**config.mk**
```make
export PLATFORM = sky130hd
export DESIGN_NAME = shrot_unit
export DESIGN_NICKNAME = d
export VERILOG_FILES = /design/src/rtl/shrot_pkg.sv /design/src/rtl/shrot_bitmove.sv /design/src/rtl/shrot_nibble.sv /design/src/rtl/shrot_flags.sv /design/src/rtl/shrot_unit.sv
export SDC_FILE = /design/constraint.sdc
export NUM_CORES = 1
export LEC_CHECK = 0
export BUFFER_PORTS_ARGS = -buffer_cell sky130_fd_sc_hd__buf_2
export CAP_MARGIN = 15
export CORE_UTILIZATION = 53
export CTS_BUF_LIST = sky130_fd_sc_hd__clkbuf_8
export DETAILED_ROUTE_END_ITERATION = 12
export PLACE_DENSITY = 0.85
export REMOVE_ABC_BUFFERS = 1
export SYNTH_ARGS = -nofsm -noshare
export SYNTH_HDL_FRONTEND = slang
export SYNTH_SLANG_ARGS = --single-unit
```
**constraint.sdc**
```tcl
create_clock -name clk -period 2.2 [get_ports clk]
set_clock_uncertainty 0.1 [all_clocks]
set_input_delay 0.11 -clock clk [delete_from_list [all_inputs] [get_ports clk]]
set_output_delay 0.11 -clock clk [all_outputs]
set_load 0.01 [all_outputs]
```
**src/rtl/shrot_pkg.sv**
```systemverilog
// Shared operation codes and flag bundle for the shift/rotate unit.
// Assumes a 4-bit operation code; codes above OP_NIB_R are illegal.
package shrot_pkg;

    typedef enum logic [3:0] {
        OP_ROL_CIRC  = 4'd0,
        OP_ROR_CIRC  = 4'd1,
        OP_ROL_CARRY = 4'd2,
        OP_ROR_CARRY = 4'd3,
        OP_SHL_ARITH = 4'd4,
        OP_SHR_ARITH = 4'd5,
        OP_SHL_LOGIC = 4'd6,
        OP_SHR_LOGIC = 4'd7,
        OP_NIB_L     = 4'd8,
        OP_NIB_R     = 4'd9
    } shrot_op_e;

    typedef struct packed {
        logic s;
        logic z;
        logic h;
        logic n;
        logic pv;
        logic c;
    } shrot_flags_t;

endpackage

```
**src/rtl/shrot_bitmove.sv**
```systemverilog
// Single-bit shift or rotate of a W-bit value.
// sel is the low three bits of the operation code; the caller decides
// whether the code is a shift at all. Purely combinational.
module shrot_bitmove #(
    parameter int W = 8
) (
    input  logic [W-1:0] data,
    input  logic [2:0]   sel,
    input  logic         cin,
    output logic [W-1:0] res,
    output logic         cout
);
    // Move bits according to the selected shift or rotate.
    always_comb begin
        case (sel)
            3'd0: begin res = {data[W-2:0], data[W-1]}; cout = data[W-1]; end
            3'd1: begin res = {data[0], data[W-1:1]};   cout = data[0];   end
            3'd2: begin res = {data[W-2:0], cin};       cout = data[W-1]; end
            3'd3: begin res = {cin, data[W-1:1]};       cout = data[0];   end
            3'd5: begin res = {data[W-1], data[W-1:1]}; cout = data[0];   end
            3'd7: begin res = {1'b0, data[W-1:1]};      cout = data[0];   end
            default: begin res = {data[W-2:0], 1'b0};   cout = data[W-1]; end
        endcase
    end
endmodule

```
**src/rtl/shrot_nibble.sv**
```systemverilog
// Nibble exchange between the accumulator and a byte operand.
// dir = 0 moves nibbles leftwards through memory, dir = 1 rightwards.
// The accumulator high half is always passed through. Combinational.
module shrot_nibble #(
    parameter int BW = 8
) (
    input  logic [BW-1:0] mem_in,
    input  logic [BW-1:0] acc_in,
    input  logic          dir,
    output logic [BW-1:0] mem_new,
    output logic [BW-1:0] acc_new
);
    localparam int NW = BW / 2;

    // Route the three low/high halves for the chosen direction.
    always_comb begin
        if (!dir) begin
            acc_new = {acc_in[BW-1:NW], mem_in[BW-1:NW]};
            mem_new = {mem_in[NW-1:0], acc_in[NW-1:0]};
        end else begin
            acc_new = {acc_in[BW-1:NW], mem_in[NW-1:0]};
            mem_new = {acc_in[NW-1:0], mem_in[BW-1:NW]};
        end
    end
endmodule

```
**src/rtl/shrot_flags.sv**
```systemverilog
// Sign, zero and even-parity of a W-bit value. Combinational.
module shrot_flags #(
    parameter int W = 8
) (
    input  logic [W-1:0] value,
    output logic         sign,
    output logic         zero,
    output logic         even
);
    // Derive the three value-based flags.
    always_comb begin
        sign = value[W-1];
        zero = (value == '0);
        even = ~^value;
    end
endmodule

```
**src/rtl/shrot_unit.sv**
```systemverilog
// Shift/rotate/nibble-exchange unit with a registered output stage.
// Assumes inputs are stable around the edge where in_valid is sampled.
// Outputs hold their last values while no request arrives.
module shrot_unit
    import shrot_pkg::*;
#(
    parameter int WORD_W  = 16,
    parameter int CYC_SH  = 8,
    parameter int CYC_NIB = 12,
    parameter int BYTE_W  = WORD_W / 2,
    parameter int CYC_W   = $clog2(CYC_NIB + 1)
) (
    input  logic              clk,
    input  logic              rst_n,
    input  logic              in_valid,
    input  logic [3:0]        op,
    input  logic              wide,
    input  logic [WORD_W-1:0] operand,
    input  logic [BYTE_W-1:0] acc_in,
    input  logic              carry_in,
    output logic              out_valid,
    output logic [WORD_W-1:0] result,
    output logic [BYTE_W-1:0] acc_out,
    output logic              flag_s,
    output logic              flag_z,
    output logic              flag_h,
    output logic              flag_n,
    output logic              flag_pv,
    output logic              flag_c,
    output logic [CYC_W-1:0]  cycles,
    output logic              illegal
);
    localparam int NSIZE = 2;
    localparam int EXT_W = WORD_W - BYTE_W;

    logic [WORD_W-1:0] mv_res [NSIZE];
    logic              mv_c   [NSIZE];
    logic              vf_s   [NSIZE];
    logic              vf_z   [NSIZE];
    logic              vf_p   [NSIZE];

    // One shift engine and one flag block per operand size.
    for (genvar g = 0; g < NSIZE; g++) begin : g_size
        localparam int SW = (g == 0) ? BYTE_W : WORD_W;
        logic [SW-1:0] r;
        shrot_bitmove #(.W(SW)) u_mv (
            .data (operand[SW-1:0]),
            .sel  (op[2:0]),
            .cin  (carry_in),
            .res  (r),
            .cout (mv_c[g])
        );
        shrot_flags #(.W(SW)) u_fl (
            .value (r),
            .sign  (vf_s[g]),
            .zero  (vf_z[g]),
            .even  (vf_p[g])
        );
        if (SW == WORD_W) begin : g_full
            assign mv_res[g] = r;
        end else begin : g_ext
            assign mv_res[g] = {{EXT_W{1'b0}}, r};
        end
    end

    logic [BYTE_W-1:0] nb_mem, nb_acc;
    logic              na_s, na_z, na_p;

    shrot_nibble #(.BW(BYTE_W)) u_nib (
        .mem_in  (operand[BYTE_W-1:0]),
        .acc_in  (acc_in),
        .dir     (op[0]),
        .mem_new (nb_mem),
        .acc_new (nb_acc)
    );

    shrot_flags #(.W(BYTE_W)) u_accfl (
        .value (nb_acc),
        .sign  (na_s),
        .zero  (na_z),
        .even  (na_p)
    );

    logic              is_shift, is_nib, bad;
    logic              sz;
    logic [WORD_W-1:0] nx_res;
    logic [BYTE_W-1:0] nx_acc;
    shrot_flags_t      nx_fl;
    logic [CYC_W-1:0]  nx_cyc;

    // Classify the request from code and size.
    always_comb begin
        is_shift = (op[3] == 1'b0);
        is_nib   = (op == OP_NIB_L || op == OP_NIB_R) && !wide;
        bad      = !is_shift && !is_nib;
        sz       = wide;
    end

    // Select the next result, accumulator, flags and cycle cost.
    always_comb begin
        nx_fl   = '0;
        nx_res  = operand;
        nx_acc  = acc_in;
        nx_cyc  = '0;
        nx_fl.c = carry_in;
        if (is_shift) begin
            nx_res   = mv_res[sz];
            nx_fl.s  = vf_s[sz];
            nx_fl.z  = vf_z[sz];
            nx_fl.pv = vf_p[sz];
            nx_fl.c  = mv_c[sz];
            nx_cyc   = CYC_W'(CYC_SH);
        end else if (is_nib) begin
            nx_res   = {{EXT_W{1'b0}}, nb_mem};
            nx_acc   = nb_acc;
            nx_fl.s  = na_s;
            nx_fl.z  = na_z;
            nx_fl.pv = na_p;
            nx_cyc   = CYC_W'(CYC_NIB);
        end
    end

    // Output stage: capture on a request, hold otherwise.
    always_ff @(posedge clk) begin
        if (!rst_n) begin
            out_valid <= 1'b0;
            result    <= '0;
            acc_out   <= '0;
            flag_s    <= 1'b0;
            flag_z    <= 1'b0;
            flag_h    <= 1'b0;
            flag_n    <= 1'b0;
            flag_pv   <= 1'b0;
            flag_c    <= 1'b0;
            cycles    <= '0;
            illegal   <= 1'b0;
        end else begin
            out_valid <= in_valid;
            if (in_valid) begin
                result  <= nx_res;
                acc_out <= nx_acc;
                flag_s  <= nx_fl.s;
                flag_z  <= nx_fl.z;
                flag_h  <= nx_fl.h;
                flag_n  <= nx_fl.n;
                flag_pv <= nx_fl.pv;
                flag_c  <= nx_fl.c;
                cycles  <= nx_cyc;
                illegal <= bad;
            end
        end
    end
endmodule

```
Word-level counts from Yosys, hierarchy flattened
Index checks and enable logic that the tools add are counted.
Widths: inputs -> output; s select.
{"block": "totals", "regBits": 34, "inputBits": 33, "out_inout_bits": 36}
{"block": "op_classes", "order_cmp": 1, "eq_ne": 7, "mux": 32, "bitwise_logic": 1, "n_reduce_logical": 13}
{"op": "$pmux 16 s6", "n": 1}
{"op": "$mux 16", "n": 5}
{"op": "$pmux 8 s6", "n": 1}
{"op": "$mux 4", "n": 5}
{"op": "$mux 1", "n": 17}
{"op": "$logic_not 16->1", "n": 1}
{"op": "$logic_not 8->1", "n": 2}
{"op": "$reduce_xnor 16->1", "n": 1}
{"op": "$reduce_xnor 8->1", "n": 2}
{"op": "$eq 4x4->1 const B", "n": 2}
{"op": "$mux 8", "n": 1}
{"op": "$eq 3x2->1 const B", "n": 2}
{"op": "$eq 3x3->1 const B", "n": 2}
{"op": "$mux 2", "n": 2}
{"op": "$reduce_or 4->1", "n": 1}
{"op": "$eq 3x1->1 const B", "n": 1}
{"op": "$logic_not 3->1", "n": 1}
{"op": "$ge 2x2->1 const B", "n": 1}
{"op": "$logic_and 1x1->1", "n": 2}
{"op": "$logic_not 1->1", "n": 2}
{"op": "$not 1->2", "n": 1}
{"op": "$logic_or 1x1->1", "n": 1}

Logic depth before layout (Yosys ltp)
{"block": "logic_depth", "ltp_word": 7, "mapped_depth": 10, "depth_no_buf": 9}

Hierarchy
A second synthesis with hierarchy kept.
{"block": "unflattened", "cells_unflattened": 307, "hier_area_um2": 2746.4}
{"module": "shrot_unit", "instances": 1, "cells_each": 180, "area_per_inst_um2": 1552.7, "seq_area_each_um2": 640.6}
{"module": "shrot_bitmove (g_size[1].u_mv)", "instances": 1, "cells_each": 25, "area_per_inst_um2": 312.8, "seq_area_each_um2": 0.0}
{"module": "shrot_flags (g_size[0].u_fl ...)", "instances": 2, "cells_each": 17, "area_per_inst_um2": 122.6, "seq_area_each_um2": 0.0}
{"module": "shrot_flags (g_size[1].u_fl)", "instances": 1, "cells_each": 35, "area_per_inst_um2": 245.2, "seq_area_each_um2": 0.0}
{"module": "shrot_nibble", "instances": 1, "cells_each": 17, "area_per_inst_um2": 214.0, "seq_area_each_um2": 0.0}
{"module": "shrot_bitmove (g_size[0].u_mv)", "instances": 1, "cells_each": 16, "area_per_inst_um2": 176.4, "seq_area_each_um2": 0.0}

Worst setup path before layout
OpenSTA, ideal clock, no wires.
{"block": "synth_path", "kind": "input -> register", "startpoint": "in op[0]", "endpoint": "reg flag_pv", "setup_ns": 0.074, "arrival_ns": 1.682, "t_required_ns": 2.026, "path_slack_ns": 0.344, "cell_stages": 9, "path_buffers": 2, "cell_sequence": "buf_2 -> buf_4 -> mux2i_1 -> ha_1 -> xor2_1 -> xnor2_1 -> xnor2_1 -> nand2_1 -> a31oi_1"}
{"block": "synth_via", "elab_chain_len": 7, "word_cells_on_any_way": 21, "cone_classes": "eq/ne (7); mux (8); reduce/logical (6)"}
{"item": "start: declaration", "line_no": "shrot_unit.sv:16", "rtl": "input logic [3:0] op,"}
{"item": "$eq 3x3->1 (tied with other cells)", "line_no": "shrot_bitmove.sv:15", "rtl": "case (sel)"}
{"item": "$pmux 16 s6 / $pmux 8 s6 (equally long branches)", "line_no": "shrot_bitmove.sv:15"}
{"item": "$reduce_xnor 16->1 / $reduce_xnor 8->1 (equally long branches)", "line_no": "shrot_flags.sv:14", "rtl": "even = ~^value;"}
{"item": "$mux 1 (not written as such) (3 in series)", "line_no": "shrot_unit.sv:110", "rtl": "nx_fl.pv = vf_p[sz];"}
{"item": "$mux 1 *", "line_no": "shrot_unit.sv:106", "rtl": "if (is_shift) begin"}
{"item": "end signal: assignment", "line_no": "shrot_unit.sv:146", "rtl": "flag_pv <= nx_fl.pv;"}
{"item": "end: declaration", "line_no": "shrot_unit.sv:28", "rtl": "output logic flag_pv,"}
Every way passes the cells marked *; elsewhere a longest branch is shown, timed or not. The select of a mux whose other input is x is not followed.
A chain may end at the register's enable or synchronous reset.

Worst setup path in the final report
{"block": "layout_path", "startpoint": "in op[1]", "endpoint": "reg flag_pv"}
Same word-level chain as after synthesis.

==> metrics.md <==
| Metric | Value |
|---|---|
| Hold_sp | acc_in[4] |
| TNS Setup | 0 ns |
| Effective utilization at floorplan | 55.5% |
| Achievable Freq | approximately 530 MHz |
| Die Area | between 4000 and 5000 um2 |
| Pre-CTS setup slack | approximately 0.032 ns |
| Largest fanout on the critical path | 6 |
| Vias per cell | slightly below 6 |
| Worst VDD drop | 404 uV |
| Crit path time final | roughly 1.9 ns |
| Worst-Margin Slew | approximately 0.54 ns |
| Final hold vios | 0 |
| CTS Buf Count | 5 |
| Static leakage | 1.29 nW |
| CP Depth | 10 |
| Synth Instances | approximately 250 |
| Final setup fails | 0 |
| Synth cell types | 34 |
| Hold Path Depth | 3 |
| Post-detail-place hpwl | 4050 um |
| Max_slew headroom | 64.3% |
| DRC | 0 |
| Outcome | complete, no violations |
| Postcts setup bufs | 0 |
| PwrDens | around 660 nW/um2 |
| H-tree depth | 2 |
| Part of the cycle the worst path needs | roughly 86% |
| Root buf cell | clkbuf_8 |
| Drt first pass iters | 6 |
| Met1 Use GR | between 30% and 40% |
| Horiz. Die Dim | around 67 um |
| Hold crit path type | in2reg |
| Initial DRC count | 173 |
| Layout area overhead | 20.1% |
| Area leader, netlist | dfxtp_1 |
| Vias in the first global route | 1865 |
| Share of the synthesized area in the top cell type | between 20% and 30% |
| Routed wire length | 5720 um |
| Layout Nets | 358 |
| Initial antenna violation count | 0 |
| Mapped Area | roughly 2200 um2 |
| CTS tree | built |
| Reg2reg path depth | 2 |
| Total gr overflow | 0 |
| GPL Wtd Cong | 0.890 |
| Clk sink count | 32 |
| CP Capture Type | register |
| Most used cell, CP | xnor2_1 |
| Clock transition at path regs | ~0.080 ns |
| Crit Path Category | in2reg |
| Critical Path AT | just over 2 ns |
| Top post-synthesis cells by area | dfxtp_1 29%, mux2i_1 13%, ha_1 7.9%, nor2b_1 5.1%, a21oi_1 5.0% |
| M3 GR Usage | 5.82% |
| Pin count of the biggest net entering global routing | 33 |
| Hold WS | 0.0111 ns |
| Buffer and inverter count on the worst path | 1 |
| Crit path max-delay family | XOR/XNOR gates |
| Warnings from Yosys | 0 |
| Global routing's busiest layer | met2 |
| Max Slew Vio Count | 0 |
| Cells after DPL | between 300 and 400 |
| Io pins | slightly below 70 |
| CP max stage delay | 0.32 ns |
| Finished Layout Cells | 362 |
| Share of cells above drive strength 1 | between 20% and 30% |
| WL/cell | between 15 and 20 um |
| Fin worst setup slack | 0.305 ns |
| Site Rows | 23 |
| Via count | 2111 |
| Global Route Usage Sum | a little over a quarter |
| Crit path launch | op[1] |
| Core region area | roughly 4000 um2 |
| R2R Path Start | flag_pv |
| Yosys reg bits | 32 |
| Crit-path cells | buf_2, mux2i_1, nor3b_2, a311oi_1, ha_1, xnor2_1, xnor2_1, xnor2_1, nand2_1, a31oi_1 |
| Worst setup SP type | primary input |
| First-pass GRT wire length | 8930 um |
| IO Port Bufs | 64 |
| RSZ-0062 raised after global routing | no |
| Sequential area share after synthesis | between 20 and 30% |
| Met2 global-route usage | a little over two fifths |
| Syn_area_per_cell | approximately 9 um2 |
| Diode count | 0 |
| Max-cap violations | 0 |
| CP max stage cell | a311oi_1 |
| Die Y | roughly 67 um |
| DRT antenna net count | 0 |
| Clk_lat worst skew | 0.29 ns |
| Critical Path RT | ~2.3 ns |
| Max clock buf depth | 2 |
-- kinds of logic after synthesis --
logic type               count (synthesis)  synth area share, %
other                                    1                0.169
flip-flops                              32                 28.9
XOR/XNOR                                12                 4.74
AND/OR/NAND/NOR                         58                 13.9
multiplexers                            33                 15.3
adder cells (fa/ha/maj)                 14                 7.89
buffers and inverters                   28                 6.93
AO/OA/AOI/OAI                           76                 22.2
-- path summary, 6_finish.rpt --
| kind | endpoint | slack [ns] |
|---|---|---|
| max | flag_pv | 0.30 |
| min | acc_out[4] | 0.01 |
| max reg2reg | flag_pv | 1.38 |
| min reg2reg | result[11] | 0.38 |
-- synth_stat cells --
cell type   n
a21oi_1    22
a221oi_1    4
a22oi_1     1
a22oi_2     1
a311oi_1    5
a31oi_1     2
and2_1      1
and4_1      1
buf_2       6
buf_4       7
buf_6       2
clkbuf_1    8
clkinv_1    1
conb_1      1
dfxtp_1    32
ha_1       14
inv_1       4
mux2_2      4
mux2_4      1
mux2i_1    28
nand2_1    17
nand4_1     2
nor2_1     14
nor2b_1    18
nor3_1      2
nor3b_2     1
nor4b_4     1
o211a_1     7
o211ai_1    9
o21a_1      3
o21ai_0    22
or3_1       1
xnor2_1     8
xor2_1      4
-- cell usage in the layout, fill, tap and decap left out, types with 5 or more instances in the layout --
master and count:
o211ai_1 9, nand2_1 17, nor2b_1 18, mux2i_1 28, clkbuf_8 7, buf_2 64
xnor2_1 8, o211a_1 7, dfxtp_1 32, ha_1 14, a311oi_1 5, o21ai_0 22
nor2_1 14, a21oi_1 22
-- layout make-up --
cell class | count | area [um2]
Multi-Input combinational cell | 197 | 1440
Timing Repair Buffer | 70 | 380
Fill cell | 341 | 1340
Sequential cell | 32 | 641
Tap cell | 50 | 62.6
Clock inverter | 1 | 30.0
Inverter | 5 | 18.8
Clock buffer | 7 | 96.3
-- flip-flops by register name, indices dropped and copies added (netlist names) --
register	cells
result	16
acc_out	8
cycles	2
flag_c	1
flag_pv	1
flag_s	1
flag_z	1
illegal	1
out_valid	1
-- per-layer routing --
metal	up-vias	wire [um]
met3	8	323
met1	997	2530
met4	0	76
li1	1024	-
met5	-	0
met2	82	2790
-- tightest hold or removal path: cells and delay by family --
| family | cells | cell delay, ns |
|---|---|---|
| simple gates | 1 | 0.10 |
| buf+inv | 1 | 0.09 |
| mux | 1 | 0.06 |
-- stage by stage --
stage	util (%)	power, mW	instance area [um2]
finish	66.6	1.77	2670
global route	66.6	1.85	2670
CTS	66.6	1.77	2670
detailed placement	63.2	1.14	2530
global placement	63.2	1.12	2530
floorplan	-	0.947	2100
-- power by group --
| group | internal (mW) | total [mW] | leakage [nW] | switching, mW |
|---|---|---|---|---|
| Clock | 0.400 | 0.631 | 0.0645 | 0.232 |
| Sequential | 0.620 | 0.640 | 0.265 | 0.0198 |
| Combinational | 0.224 | 0.498 | 0.959 | 0.274 |
-- timing repair --
action	4_1_cts	5_1_grt
setup endpoints to repair	0	0
hold buffers	1	0
endpoints found under the hold margin	1	0
resized for setup	0	0
Power figures use the tool's default switching activity.
